===== config.mk =====
export PLATFORM = sky130hd
export DESIGN_NAME = shared_adder_calc
export DESIGN_NICKNAME = d
export VERILOG_FILES = /design/src/rtl/calc_pkg.sv /design/src/rtl/fa_cell.sv /design/src/rtl/ripple_adder.sv /design/src/rtl/operand_steer.sv /design/src/rtl/shared_adder_calc.sv
export SDC_FILE = /design/constraint.sdc
export NUM_CORES = 1
export LEC_CHECK = 0
export ABC_AREA = 1
export BUFFER_PORTS_ARGS = -buffer_cell sky130_fd_sc_hd__buf_2
export CAP_MARGIN = 20
export CORE_AREA = 2 2 39 41
export DETAILED_ROUTE_END_ITERATION = 12
export DIE_AREA = 0 0 41 43
export GPL_TIMING_DRIVEN = 0
export SLEW_MARGIN = 20
export SYNTH_ARGS = -nofsm -noshare
export SYNTH_HDL_FRONTEND = slang
export SYNTH_SLANG_ARGS = --single-unit

===== constraint.sdc =====
create_clock -name vclk -period 4.7
set_input_delay 0.94 -clock vclk [all_inputs]
set_output_delay 0.94 -clock vclk [all_outputs]
set_load 0.02 [all_outputs]

===== src/rtl/calc_pkg.sv =====
package calc_pkg;

   typedef enum logic [1:0] {
      SEL_MAG_A = 2'b00,
      SEL_MAG_B = 2'b01,
      SEL_DIFF  = 2'b10,
      SEL_SUM   = 2'b11
   } calc_sel_e;

   // Steering decision handed from the operand stage to the adder
   typedef struct packed {
      logic invert_y;
      logic carry_in;
   } steer_ctl_t;

endpackage


===== src/rtl/fa_cell.sv =====
module fa_cell (
   input  logic a_i,
   input  logic b_i,
   input  logic c_i,
   output logic s_o,
   output logic c_o
);
   logic half;

   always_comb begin
      half = a_i ^ b_i;
      s_o  = half ^ c_i;
      c_o  = (a_i & b_i) | (c_i & half);
   end
endmodule


===== src/rtl/ripple_adder.sv =====
module ripple_adder #(
   parameter int W = 5
) (
   input  logic [W-1:0] x_i,
   input  logic [W-1:0] y_i,
   input  logic         cin_i,
   output logic [W-1:0] sum_o,
   output logic         cout_o
);
   // chain[k] is the carry entering bit k
   logic [W:0] chain;

   assign chain[0] = cin_i;

   generate
      if (W < 1) begin : g_bad_width
         $error("ripple_adder: W must be at least 1");
      end
      for (genvar k = 0; k < W; k++) begin : g_bit
         fa_cell u_fa (
            .a_i (x_i[k]),
            .b_i (y_i[k]),
            .c_i (chain[k]),
            .s_o (sum_o[k]),
            .c_o (chain[k+1])
         );
      end
   endgenerate

   assign cout_o = chain[W];
endmodule


===== src/rtl/operand_steer.sv =====
module operand_steer
   import calc_pkg::*;
#(
   parameter int OPW = 4,
   localparam int RW = OPW + 1
) (
   input  logic [OPW-1:0] opa_i,
   input  logic [OPW-1:0] opb_i,
   input  logic [1:0]     sel_i,
   output logic [RW-1:0]  x_o,
   output logic [RW-1:0]  y_o,
   output logic           cin_o
);
   logic [RW-1:0] ext_a;
   logic [RW-1:0] ext_b;
   logic [RW-1:0] mag_src;
   logic          mag_neg;
   logic          is_mag;
   steer_ctl_t    ctl;

   // one-bit sign extension keeps every result representable
   assign ext_a = {opa_i[OPW-1], opa_i};
   assign ext_b = {opb_i[OPW-1], opb_i};

   // select bit 1 low means a magnitude code; bit 0 then picks the operand
   assign is_mag  = ~sel_i[1];
   assign mag_src = sel_i[0] ? ext_b : ext_a;
   assign mag_neg = mag_src[RW-1];

   always_comb begin
      ctl.invert_y = 1'b0;
      ctl.carry_in = 1'b0;
      x_o          = ext_a;
      y_o          = ext_b;
      unique case (calc_sel_e'(sel_i))
         SEL_SUM: begin
            x_o = ext_a;
            y_o = ext_b;
         end
         SEL_DIFF: begin
            ctl.invert_y = 1'b1;
            ctl.carry_in = 1'b1;
            x_o          = ext_a;
            y_o          = ~ext_b;
         end
         SEL_MAG_A, SEL_MAG_B: begin
            ctl.invert_y = is_mag & mag_neg;
            ctl.carry_in = is_mag & mag_neg;
            x_o          = mag_neg ? '0 : mag_src;
            y_o          = mag_neg ? ~mag_src : '0;
         end
         default: begin
            x_o = ext_a;
            y_o = ext_b;
         end
      endcase
      cin_o = ctl.carry_in;
   end
endmodule


===== src/rtl/shared_adder_calc.sv =====
module shared_adder_calc #(
   parameter int OPW = 4,
   localparam int RW = OPW + 1
) (
   input  logic [OPW-1:0] opa,
   input  logic [OPW-1:0] opb,
   input  logic [1:0]     opsel,
   output logic [RW-1:0]  result
);
   generate
      if (OPW < 2) begin : g_bad_opw
         $error("shared_adder_calc: OPW must be at least 2");
      end
   endgenerate

   logic [RW-1:0] add_x;
   logic [RW-1:0] add_y;
   logic          add_cin;
   logic [RW-1:0] add_sum;
   logic          add_cout;

   operand_steer #(.OPW(OPW)) u_steer (
      .opa_i (opa),
      .opb_i (opb),
      .sel_i (opsel),
      .x_o   (add_x),
      .y_o   (add_y),
      .cin_o (add_cin)
   );

   ripple_adder #(.W(RW)) u_adder (
      .x_i    (add_x),
      .y_i    (add_y),
      .cin_i  (add_cin),
      .sum_o  (add_sum),
      .cout_o (add_cout)
   );

   assign result = add_sum;
endmodule


==> key figures <==
Placement
  • Hpwl dp: 644 um
  • Port bufs: 15
  • Placed inst area: 462 sq um
  • RePlAce Congestion: 0.717
  • Cell count after placement: 89

Drt
  • Vias per cell: 4.29
  • Detailed Route WL: 766 um
  • Antenna Nets Post-Route: 0
  • Initial DRT Pass Iterations: 4
  • DR DRC count: 0
  • Wire length per cell: 8.61 um
  • Initial DRC Count: 17
  • Vias: 382

Power and ir drop
  • Final Total Pwr: 80.4 uW
  • Peak supply drop: 0.0000524 V
  • Power density over the cells: 174 nW/um^2
  • P_leak: 0.000277 uW

Worst setup path
  • Critical-path cell list: buf_2 -> buf_6 -> nand2_4 -> nand2_2 -> nand3_1 -> a21oi_1 -> fa_1 -> fa_1 -> inv_1 -> fa_1 -> fa_1 -> inv_1 -> buf_4 -> buf_2
  • CP required: 3.76 ns
  • Most common cell on crit path: fa_1
  • Crit start category: primary input
  • Critical path's top delay family: adder cells
  • Worst path bufs/invs: 6
  • Critical setup path kind: in2out
  • WP data arrival: 3.30 ns
  • Worst-path fanout max: 10
  • CP max stage cell: fa_1
  • Crit-path max cell delay: 0.42 ns
  • Critical path endpoint category: primary output

Finish
  • Final Non-Filler Cells: 89
  • Design area: 462 sq um
  • Antenna cell count: 0
  • Synth-to-Final Area Change: 25.9%
  • Layout cell share with drive strength beyond 1: 34.2%
  • Layout Nets: 90
  • Utilization after layout: 33.4%
  • Register area: 0 sq um
  • Clock Buffer Count: 0
  • FFs & Latches: 0

STA
  • Relative slew slack: 85.6%
  • Tightest Pin Transition: 0.215 ns
  • Sum of negative setup slack: 0 ns
  • Setup violators final: 0
  • Max-slew violations: 0
  • Final hold vios: 0
  • Unrepaired setup endpoints after global routing: false
  • Fin crit period: 4.24 ns
  • Period utilization: 90.3%
  • Max Clock Freq: 236 MHz

Global route
  • Grt ovf: 0
  • GRT Util Overall: 8.76%
  • First-pass GRT wire length: 1170 um
  • Initial antenna violation count: 0
  • Vias in the first global route: 270
  • Largest net degree at the start of global routing: 11

Die
  • Die width: 41 um
  • Die Ht: 43 um
  • Core Area: 1380 sq um
  • IO Count: 15
  • Initial Util: 26.5%
  • Die area: 1760 sq um
  • FP Rows: 14

Synthesis
  • Syn avg cell area: 6.32 sq um
  • Mapped Nets: 73
  • Register area share after synthesis: 0%
  • Most instantiated cells after synthesis: nand2_1, inv_1, buf_4, fa_1
  • Area share of the largest cell type after synthesis: 27.3%
  • Count leader, synth: nand2_1
  • Synth area leaders: fa_1, nand2_1, inv_1, buf_4, a21oi_1
  • Count of cell types in the netlist: 17
  • Post-Synthesis Cells: 58
  • Post-synthesis cell area: 367 sq um
  • Syn. warnings: 0
  • Leading area contributor after synthesis: fa_1

Clock network
  • CTS resizes: 0
  • Postcts setup bufs: 0
  • Hold buffer count at CTS: 0

Run status
  • Status: finished clean

Worst hold path
  • Worst hold path class: in2out

Job
  • Max cap viols: 0
==> kinds of logic after synthesis <==
kind of cell / Yosys count / share of synthesized area (%)
adders and majority gates: 5 / 27.3
AOI/OAI and AO/OA: 10 / 14.7
buffers and inverters: 19 / 26.6
and+or+nand+nor: 23 / 29.0
xor gates and xnor gates: 1 / 2.39
==> where the power goes <==
part	internal, uW	switching, uW	leakage, uW
clock	0	0	0
sequential	0	0	0
combinational	36.6	43.8	0.000277
total	36.6	43.8	0.000277
==> worst paths after layout <==
| check | from | endpoint | slack, ns | depth (start not counted) |
|---|---|---|---|---|
| setup / recovery | opsel[0] | result[3] | 0.46 | 14 |
| hold / removal | opa[3] | result[4] | 2.55 | 6 |
==> placed cells by master (no fill, tap or decap), types with 2 or more instances in the layout <==
cell type,netlist,final
a21oi_1,3,3
inv_1,12,12
nand2_1,14,14
buf_2,0,15
nand3_1,3,3
o21ai_0,3,3
nor2_1,3,3
buf_4,5,5
o22ai_1,2,2
fa_1,5,5
==> metrics by stage <==
| stage | hold slack [ns] | setup WS, ns |
|---|---|---|
| 2_1_floorplan | 2.29 | 0.815 |
| 3_3_place_gp | 2.55 | 0.452 |
| 3_5_place_dp | 2.56 | 0.446 |
| 4_1_cts | 2.56 | 0.441 |
| 5_1_grt | 2.61 | 0.309 |
| 6_report | 2.55 | 0.458 |
==> per-layer routing <==
| metal | up-vias | wire length, um | global-route usage (%) |
|---|---|---|---|
| met2 | 20 | 341 | 12.2 |
| met5 | - | 0 | 0 |
| met4 | 0 | 0 | 0 |
| met3 | 0 | 70 | 1.05 |
| li1 | 201 | - | - |
| met1 | 161 | 354 | 14.9 |
==> layout make-up <==
class | instances | area (sq um)
Fill cell | 161 | 922
Buffer | 6 | 48.8
Multi-Input combinational cell | 39 | 269
Timing Repair Buffer | 15 | 75.1
Inverter | 13 | 48.8
Tap cell | 16 | 20.0
Power figures use the tool's default switching activity.
